File: src/rtl/hit_stamp_pkg.sv
package hit_stamp_pkg;

  // Strobes from the slice control to the pixel datapath
  typedef struct packed {
    logic clearAll;   // window restart: drop latches, bus to slice zero
    logic advance;    // step the Gray bus to the next slice
  } stampStrobe_t;

endpackage

File: src/rtl/hit_stamp_ctrl.sv
module hit_stamp_ctrl
  import hit_stamp_pkg::*;
#(
  parameter int TS_BITS = 5
) (
  input  logic         clk,
  input  logic         rstN,
  input  logic         winStart,
  input  logic         sliceTick,
  output stampStrobe_t strobe
);

  localparam logic [TS_BITS-1:0] LAST_SLICE = '1;

  logic [TS_BITS-1:0] sliceIdx;
  logic               atLast;

  assign atLast          = (sliceIdx == LAST_SLICE);
  assign strobe.clearAll = winStart;
  assign strobe.advance  = sliceTick & ~winStart & ~atLast;

  always_ff @(posedge clk or negedge rstN) begin
    if (!rstN) begin
      sliceIdx <= '0;
    end else if (winStart) begin
      sliceIdx <= '0;
    end else if (strobe.advance) begin
      sliceIdx <= sliceIdx + 1'b1;
    end
  end


  restart_zero_chk: assert property (@(posedge clk) disable iff (!rstN)
    winStart |=> (sliceIdx == '0));


  hold_last_chk: assert property (@(posedge clk) disable iff (!rstN)
    (atLast && !winStart) |=> (sliceIdx == LAST_SLICE));


  step_one_chk: assert property (@(posedge clk) disable iff (!rstN)
    (sliceTick && !winStart && !atLast) |=> (sliceIdx == $past(sliceIdx) + 1'b1));

endmodule

File: src/rtl/hit_stamp_datapath.sv
module hit_stamp_datapath
  import hit_stamp_pkg::*;
#(
  parameter int NUM_PIX = 8,
  parameter int TS_BITS = 5
) (
  input  logic               clk,
  input  logic               rstN,
  input  stampStrobe_t       strobe,
  input  logic [NUM_PIX-1:0] hit,
  input  logic [NUM_PIX-1:0] readSel,
  output logic [TS_BITS-1:0] tsBus,
  output logic [NUM_PIX-1:0] hitFlag,
  output logic [TS_BITS-1:0] rdData,
  output logic               rdHit
);

  function automatic logic [TS_BITS-1:0] toGray(input logic [TS_BITS-1:0] b);
    return b ^ (b >> 1);
  endfunction

  function automatic logic [TS_BITS-1:0] fromGray(input logic [TS_BITS-1:0] g);
    logic [TS_BITS-1:0] b;
    b[TS_BITS-1] = g[TS_BITS-1];
    for (int k = TS_BITS - 2; k >= 0; k--) begin
      b[k] = b[k+1] ^ g[k];
    end
    return b;
  endfunction

  // Shared Gray bus, stepped directly in Gray code
  logic [TS_BITS-1:0] grayReg;
  logic [TS_BITS-1:0] grayNext;

  assign grayNext = toGray(fromGray(grayReg) + 1'b1);

  always_ff @(posedge clk or negedge rstN) begin
    if (!rstN) begin
      grayReg <= '0;
    end else if (strobe.clearAll) begin
      grayReg <= '0;
    end else if (strobe.advance) begin
      grayReg <= grayNext;
    end
  end

  assign tsBus = grayReg;


  gray_one_bit_chk: assert property (@(posedge clk) disable iff (!rstN)
    strobe.advance |=> ($countones(grayReg ^ $past(grayReg)) == 1));

  // Per-pixel hit latch and timestamp register
  logic [TS_BITS-1:0] stampReg [NUM_PIX];

  for (genvar p = 0; p < NUM_PIX; p++) begin : g_pix
    always_ff @(posedge clk or negedge rstN) begin
      if (!rstN) begin
        hitFlag[p]  <= 1'b0;
        stampReg[p] <= '0;
      end else if (strobe.clearAll) begin
        hitFlag[p]  <= hit[p];
        stampReg[p] <= '0;
      end else if (hit[p] && !hitFlag[p]) begin
        hitFlag[p]  <= 1'b1;
        stampReg[p] <= grayReg;
      end
    end


    first_capture_chk: assert property (@(posedge clk) disable iff (!rstN)
      (hit[p] && !hitFlag[p] && !strobe.clearAll)
        |=> (hitFlag[p] && stampReg[p] == $past(tsBus)));


    keep_first_chk: assert property (@(posedge clk) disable iff (!rstN)
      (hitFlag[p] && !strobe.clearAll) |=> (hitFlag[p] && $stable(stampReg[p])));


    start_hit_chk: assert property (@(posedge clk) disable iff (!rstN)
      (strobe.clearAll && hit[p]) |=> (hitFlag[p] && stampReg[p] == '0));
  end

  // Read port: one selected pixel, zero when none
  always_comb begin
    rdData = '0;
    rdHit  = 1'b0;
    for (int p = 0; p < NUM_PIX; p++) begin
      if (readSel[p]) begin
        rdData = rdData | stampReg[p];
        rdHit  = rdHit | hitFlag[p];
      end
    end
  end


  sel_onehot_chk: assert property (@(posedge clk) disable iff (!rstN)
    $onehot0(readSel));


  idle_read_chk: assert property (@(posedge clk) disable iff (!rstN)
    (readSel == '0) |-> (rdData == '0 && !rdHit));

endmodule

File: src/rtl/hit_stamp_store.sv
module hit_stamp_store
  import hit_stamp_pkg::*;
#(
  parameter int NUM_PIX = 8,
  parameter int TS_BITS = 5
) (
  input  logic               clk,
  input  logic               rstN,
  input  logic               winStart,
  input  logic               sliceTick,
  input  logic [NUM_PIX-1:0] hit,
  input  logic [NUM_PIX-1:0] readSel,
  output logic [TS_BITS-1:0] tsBus,
  output logic [NUM_PIX-1:0] hitFlag,
  output logic [TS_BITS-1:0] rdData,
  output logic               rdHit
);

  stampStrobe_t strobe;

  hit_stamp_ctrl #(
    .TS_BITS (TS_BITS)
  ) u_ctrl (
    .clk       (clk),
    .rstN      (rstN),
    .winStart  (winStart),
    .sliceTick (sliceTick),
    .strobe    (strobe)
  );

  hit_stamp_datapath #(
    .NUM_PIX (NUM_PIX),
    .TS_BITS (TS_BITS)
  ) u_dp (
    .clk     (clk),
    .rstN    (rstN),
    .strobe  (strobe),
    .hit     (hit),
    .readSel (readSel),
    .tsBus   (tsBus),
    .hitFlag (hitFlag),
    .rdData  (rdData),
    .rdHit   (rdHit)
  );


  reset_clean_chk: assert property (@(posedge clk)
    !rstN |=> (!rstN || (hitFlag == '0 && tsBus == '0) || $past(winStart) || $past(sliceTick) || $past(hit) != '0));

endmodule

File: config.mk
export PLATFORM = sky130hd
export DESIGN_NAME = hit_stamp_store
export DESIGN_NICKNAME = d
export VERILOG_FILES = /design/src/rtl/hit_stamp_pkg.sv /design/src/rtl/hit_stamp_ctrl.sv /design/src/rtl/hit_stamp_datapath.sv /design/src/rtl/hit_stamp_store.sv
export SDC_FILE = /design/constraint.sdc
export NUM_CORES = 1
export LEC_CHECK = 0
export ABC_AREA = 1
export ABC_CLOCK_PERIOD_IN_PS = 4200
export BUFFER_PORTS_ARGS = -buffer_cell sky130_fd_sc_hd__buf_2
export CAP_MARGIN = 20
export CORE_ASPECT_RATIO = 0.8
export CORE_MARGIN = 3
export CORE_UTILIZATION = 61
export DETAILED_ROUTE_END_ITERATION = 7
export PLACE_DENSITY = 0.84
export SETUP_SLACK_MARGIN = 0.02
export SLEW_MARGIN = 10
export SYNTH_ARGS = -nofsm -noshare
export SYNTH_HDL_FRONTEND = slang
export SYNTH_SLANG_ARGS = --single-unit
File: constraint.sdc
create_clock -name clk -period 4.2 [get_ports clk]
set_input_delay 0.21 -clock clk [delete_from_list [all_inputs] [get_ports clk]]
set_output_delay 0.21 -clock clk [all_outputs]
set_load 0.02 [all_outputs]
### Word level (Yosys, flattened, before mapping)

Index checks and enable logic that the tools add are counted.

* bitwise logic cells: 23
* add/sub/neg operators: 2
* equality and inequality tests: 1
* muxes and demuxes: 52
* reductions and logical operators: 25

Operator list (number)
* two-way mux 5 bit: 28
* OR 5 bit: 7
* two-way mux 1 bit: 24
* nonzero test 2 bit: 9
* adder 5 x 1 -> 5 bit (second input constant): 2
* logical AND 1 bit: 8
* logical NOT 1 bit: 8
* OR 1 bit: 7
* == test 5 bit (second input constant): 1
* bitwise XOR 5 x 4 -> 5 bit: 1
* bitwise XOR 1 bit: 4
* AND 1 bit: 2
* NOT 1 bit: 2

* logic and storage cells: 121
* output and inout port bits: 19
* register bits: 58
* input bits: 20

### Longest topological paths before layout

* word-level depth: 15
* gate-level depth with buffers: 15
* depth with buffers taken out: 15

### By module

Synthesis repeated with hierarchy kept, for this count alone.

* cell total of the unflattened synthesis: 356
* area, all modules: 2845.2 um^2

Modules (own cells, without submodules)
* hit_stamp_datapath: area each 2547.4 um^2, seq. area each 1326.3 um^2, instances 1, cells an instance 319
* hit_stamp_ctrl: area each 297.8 um^2, seq. area each 125.1 um^2, instances 1, cells an instance 37

### Worst setup path before layout

No wires, ideal clock.

* kind: register -> register
* start point: reg u_dp.grayReg[4] (netlist: u_dp.tsBus[4])
* end point: reg u_dp.grayReg[2] (netlist: u_dp.tsBus[2])
* clock period less this slack: 2.160 ns
* path slack: 2.040 ns
* library setup time: 0.117 ns
* required time: 4.083 ns
* buffers on the path: 0
* data arrival time: 2.043 ns
* stages on the path, launching flop included: 15
* path through: dfrtp_1 > inv_1 > nand2_1 > nand2_1 > ha_1 > inv_1 > ha_1 > inv_1 > ha_1 > nor2_1 > nand3_1 > nand2_1 > nand2_1 > nand3_1 > nand2_1

* cells in the longest elaborated chain, start to end: 8

RTL lines
* start: declaration: RTL line hit_stamp_datapath.sv:32 `logic [TS_BITS-1:0] grayReg;`
* start signal: assignment: RTL line hit_stamp_datapath.sv:43 `grayReg <= grayNext;`
* bitwise XOR 1 bit *: RTL line hit_stamp_datapath.sv:26 `b[k] = b[k+1] ^ g[k];`
* bitwise XOR 1 bit (3 in series): RTL line hit_stamp_datapath.sv:26
* adder 5 x 1 -> 5 bit *: RTL line hit_stamp_datapath.sv:35 `assign grayNext = toGray(fromGray(grayReg) + 1'b1);`
* bitwise XOR 5 x 4 -> 5 bit *: RTL line hit_stamp_datapath.sv:19 `return b ^ (b >> 1);`
* two-way mux 5 bit *: RTL line hit_stamp_datapath.sv:42 `end else if (strobe.advance) begin`
* two-way mux 5 bit *: RTL line hit_stamp_datapath.sv:40 `end else if (strobe.clearAll) begin`

Every way passes the cells marked *; elsewhere a longest branch is shown, timed or not. The select of a mux whose other input is x is not followed.
A chain may end at the register's enable or synchronous reset.

### Worst setup path after layout

Same ends and word-level chain as after synthesis.

==> report_table.html <==
<table>
<tr><th>Metric</th><th>Value</th></tr>
<tr><th colspan="2">Run status</th></tr>
<tr><td>Outcome</td><td>complete, no violations</td></tr>
<tr><th colspan="2">Clock network</th></tr>
<tr><td>Clock Path Buffers</td><td>2</td></tr>
<tr><td>Total clock buffers created by CTS</td><td>9</td></tr>
<tr><td>TritonCTS clock tree</td><td>done</td></tr>
<tr><td>Number of sinks driven by the clock tree</td><td>58</td></tr>
<tr><td>Number of buffers inserted by hold repair at cts</td><td>0</td></tr>
<tr><td>Root Buffer Master</td><td>sky130_fd_sc_hd__clkbuf_8</td></tr>
<tr><td>H-Tree Depth</td><td>3</td></tr>
<tr><td>Worst-Skew Late Latency</td><td>340 ps</td></tr>
<tr><td>Clock input transition at the sequential cells of the worst setup and hold paths</td><td>60 ps</td></tr>
<tr><td>Buffer count from post-CTS setup fixing</td><td>0</td></tr>
<tr><td>Resized cells post-CTS</td><td>0</td></tr>
<tr><th colspan="2">Detailed routing</th></tr>
<tr><td>Vias</td><td>2447</td></tr>
<tr><td>Routed Antenna Nets</td><td>0</td></tr>
<tr><td>Post-DR vias/cell</td><td>5.43</td></tr>
<tr><td>DRC violation count after routing</td><td>0</td></tr>
<tr><td>TritonRoute pass-1 iters</td><td>5</td></tr>
<tr><td>Routed Wire Length</td><td>6830 um</td></tr>
<tr><td>Number of DRC markers after the initial detailed-route iteration</td><td>212</td></tr>
<tr><td>Drt wl/cell</td><td>15.1 um</td></tr>
<tr><th colspan="2">STA</th></tr>
<tr><td>Slew at the pin closest to its max-slew limit</td><td>774 ps</td></tr>
<tr><td>Setup repair after global routing missed its margin</td><td>no</td></tr>
<tr><td>Setup clock skew after layout</td><td>7.40 ps</td></tr>
<tr><td>Final hold vios</td><td>0</td></tr>
<tr><td>Worst-case setup margin in the final layout</td><td>1980 ps</td></tr>
<tr><td>Hold_ws</td><td>7.21 ps</td></tr>
<tr><td>Setup TNS</td><td>0 ps</td></tr>
<tr><td>Final period utilization</td><td>0.528</td></tr>
<tr><td>Max Fclk</td><td>451 MHz</td></tr>
<tr><td>Slew Limit Fails</td><td>0</td></tr>
<tr><td>Setup-failing EPs final</td><td>0</td></tr>
<tr><td>Final critical path time including I/O delays and setup</td><td>2220 ps</td></tr>
<tr><td>Headroom to the max-slew limit</td><td>0.482</td></tr>
<tr><th colspan="2">Flow run</th></tr>
<tr><td>Number of max-cap violations</td><td>0</td></tr>
<tr><th colspan="2">Yosys</th></tr>
<tr><td>Compound-cell area share of the yosys netlist</td><td>0.159</td></tr>
<tr><td>Synth Area in Simple Gates</td><td>0.199</td></tr>
<tr><td>Share of the yosys chip area belonging to registers</td><td>0.522</td></tr>
<tr><td>Mean instance size in the synthesized netlist</td><td>8.16 um2</td></tr>
<tr><td>Fraction of the mapped netlist area in adder cells</td><td>0.0225</td></tr>
<tr><td>Flop and latch count out of synthesis</td><td>58</td></tr>
<tr><td>Synthesized cell area</td><td>2780 um2</td></tr>
<tr><td>Xor/xnor cell area share of the yosys netlist</td><td>0</td></tr>
<tr><td>Multiplexer area fraction after synthesis</td><td>0</td></tr>
<tr><td>Net count after synthesis</td><td>366</td></tr>
<tr><td>Post-synthesis cell count</td><td>341</td></tr>
<tr><td>Dominant combinational cell family by area after synthesis</td><td>simple AND/OR/NAND/NOR gates</td></tr>
<tr><td>Number of library cell types mapped by synthesis</td><td>22</td></tr>
<tr><td>Portion of synthesized cell area occupied by the leading cell type</td><td>0.522</td></tr>
<tr><td>YS warnings</td><td>0</td></tr>
<tr><td>Biggest area consumer among synthesized cells</td><td>sky130_fd_sc_hd__dfrtp_1</td></tr>
<tr><td>Biggest area contributors in the synthesized netlist</td><td>sky130_fd_sc_hd__dfrtp_1, sky130_fd_sc_hd__nand2_1, sky130_fd_sc_hd__inv_1</td></tr>
<tr><th colspan="2">Layout</th></tr>
<tr><td>Nets</td><td>414</td></tr>
<tr><td>FILL cells</td><td>320</td></tr>
<tr><td>Commonest cells after routing, fill and taps aside</td><td>sky130_fd_sc_hd__nand2_1, sky130_fd_sc_hd__inv_1, sky130_fd_sc_hd__dfrtp_1, sky130_fd_sc_hd__o21ai_0, sky130_fd_sc_hd__buf_2</td></tr>
<tr><td>Antenna Cells</td><td>0</td></tr>
<tr><td>Area added between synthesis and finish</td><td>15.9%</td></tr>
<tr><td>Leading cell type in the layout, fill and taps excluded</td><td>sky130_fd_sc_hd__nand2_1</td></tr>
<tr><td>Fraction of final layout cells sized beyond drive strength 1</td><td>0.168</td></tr>
<tr><th colspan="2">Die</th></tr>
<tr><td>Top-level I/O count</td><td>39</td></tr>
<tr><td>Placeable core area</td><td>4280 um2</td></tr>
<tr><td>Std cell rows</td><td>21</td></tr>
<tr><td>DIE AREA</td><td>5410 um2</td></tr>
<tr><td>Initial core utilization</td><td>0.649</td></tr>
<tr><td>X dimension of the die</td><td>81.5 um</td></tr>
<tr><td>Die H</td><td>66.4 um</td></tr>
<tr><th colspan="2">Critical path</th></tr>
<tr><td>CP Capture Type</td><td>flop</td></tr>
<tr><td>Critical setup path kind</td><td>flop to flop</td></tr>
<tr><td>Required @ worst endpoint</td><td>4420 ps</td></tr>
<tr><td>Number of cells on the worst reg-to-reg path</td><td>14</td></tr>
<tr><td>Startpoint class of the critical path</td><td>flop</td></tr>
<tr><td>CP arrival</td><td>2440 ps</td></tr>
<tr><td>Largest fanout on the critical path</td><td>5</td></tr>
<tr><th colspan="2">Global routing</th></tr>
<tr><td>First-pass GRT wire length</td><td>11500 um</td></tr>
<tr><td>Antenna violations before repair</td><td>0</td></tr>
<tr><td>Number of global-route vias before repair</td><td>2438</td></tr>
<tr><td>Pin count of the biggest net entering global routing</td><td>59</td></tr>
<tr><td>Global Route Usage Sum</td><td>0.298</td></tr>
<tr><td>Gr ovfl total</td><td>0</td></tr>
<tr><th colspan="2">Hold path</th></tr>
<tr><td>Worst hold path type</td><td>input pin to asynchronous set/reset pin</td></tr>
<tr><th colspan="2">Placed design</th></tr>
<tr><td>Setup slack after placement</td><td>2030 ps</td></tr>
<tr><td>IO Port Bufs</td><td>38</td></tr>
<tr><td>Placer congestion estimate</td><td>0.908</td></tr>
<tr><td>Half-perimeter wire length after placement</td><td>4810 um</td></tr>
<tr><th colspan="2">Power</th></tr>
<tr><td>Maximum resistive drop on vdd</td><td>0.254 mV</td></tr>
<tr><td>Total leakage power</td><td>1.61 nW</td></tr>
<tr><td>Power Dens Cells</td><td>431 nW/um2</td></tr>
</table>
==> layout make-up <==
class,instances,area [um2],area share
Clock buffer,14,163,0.0505
Inverter,66,248,0.0769
Timing Repair Buffer,39,198,0.0613
Multi-Input combinational cell,215,1060,0.328
Sequential cell,58,1450,0.450
Tap cell,57,71.3,0.0221
Clock inverter,2,35.0,0.0109
==> path summary, 6_finish.rpt <==
kind                                                 from                        endpoint  slack, ps
max reg2reg                     u_dp.tsBus[4]$_DFFE_PN0P_       u_dp.tsBus[2]$_DFFE_PN0P_       1980
max in group asynchronous                            rstN   u_dp.stampReg[35]$_DFFE_PN0P_       3710
min in group clk                                   hit[2]     u_dp.hitFlag[2]$_DFFE_PN0P_         80
min                                                  rstN    u_dp.stampReg[7]$_DFFE_PN0P_          7
min reg2reg                u_ctrl.sliceIdx[3]$_DFFE_PN0P_  u_ctrl.sliceIdx[3]$_DFFE_PN0P_        500
max                             u_dp.tsBus[4]$_DFFE_PN0P_       u_dp.tsBus[2]$_DFFE_PN0P_       1980
==> registers in the layout, summed over array words and instances (netlist names) <==
signal,cells
u_dp.stampReg,40
u_dp.tsBus,5
u_dp.hitFlag,8
u_ctrl.sliceIdx,5
==> through the flow <==
stage | instance area, um2 | power [mW] | utilization | cells
after floorplan | 2780 | 0.785 | - | 341
after global placement | 3030 | 0.866 | 0.706 | 435
after detailed placement | 3030 | 0.877 | 0.706 | 435
after CTS | 3220 | 1.39 | 0.753 | 451
after global routing | 3220 | 1.46 | 0.753 | 451
final | 3220 | 1.39 | 0.753 | 451
==> kinds of logic (layout without fill, tap and decap cells) <==
group | Yosys count | after routing
adders and majority gates | 5 | 5
AOI/OAI and AO/OA | 72 | 72
and+or+nand+nor | 138 | 138
buffers and inverters | 68 | 121
DFF | 58 | 58
==> power breakdown <==
part           leakage (nW)  internal (mW)  switching (mW)  total [mW]
sequential            0.774          0.600          0.0293       0.629
combinational         0.740         0.0775           0.164       0.242
clock                 0.101          0.306           0.212       0.518
total                  1.61          0.983           0.405        1.39
==> per-layer routing <==
metal / up-vias / global-route usage / part of all wire
met4: 0 / 0.0949 / 0.016
met5: - / 0 / 0
met1: 1159 / 0.390 / 0.44
met3: 10 / 0.110 / 0.088
met2: 95 / 0.457 / 0.46
li1: 1183 / - / -
==> synth_stat cells, drive strengths merged <==
cell and count:
nand2 115, inv 66, dfrtp 58, o21ai 54
nand3 10, nor2 10, a221oi 8, ha 5
a21oi 4, a22o 2, nand4 2, o22ai 2
and3 1, buf 1, clkbuf 1, o221ai 1
o2bb2ai 1
==> critical path, cell delays in order (launching register included) <==
cell and delay [ps]:
sky130_fd_sc_hd__dfrtp_1 420, sky130_fd_sc_hd__inv_1 120, sky130_fd_sc_hd__nand2_1 90, sky130_fd_sc_hd__nand2_1 60
sky130_fd_sc_hd__ha_1 290, sky130_fd_sc_hd__inv_1 50, sky130_fd_sc_hd__ha_1 260, sky130_fd_sc_hd__inv_1 40
sky130_fd_sc_hd__ha_1 290, sky130_fd_sc_hd__nor2_1 110, sky130_fd_sc_hd__nand3_1 110, sky130_fd_sc_hd__nand2_1 100
sky130_fd_sc_hd__nand2_1 50, sky130_fd_sc_hd__nand3_1 60, sky130_fd_sc_hd__nand2_1 60
No activity file was read; power rests on OpenSTA's default activity.
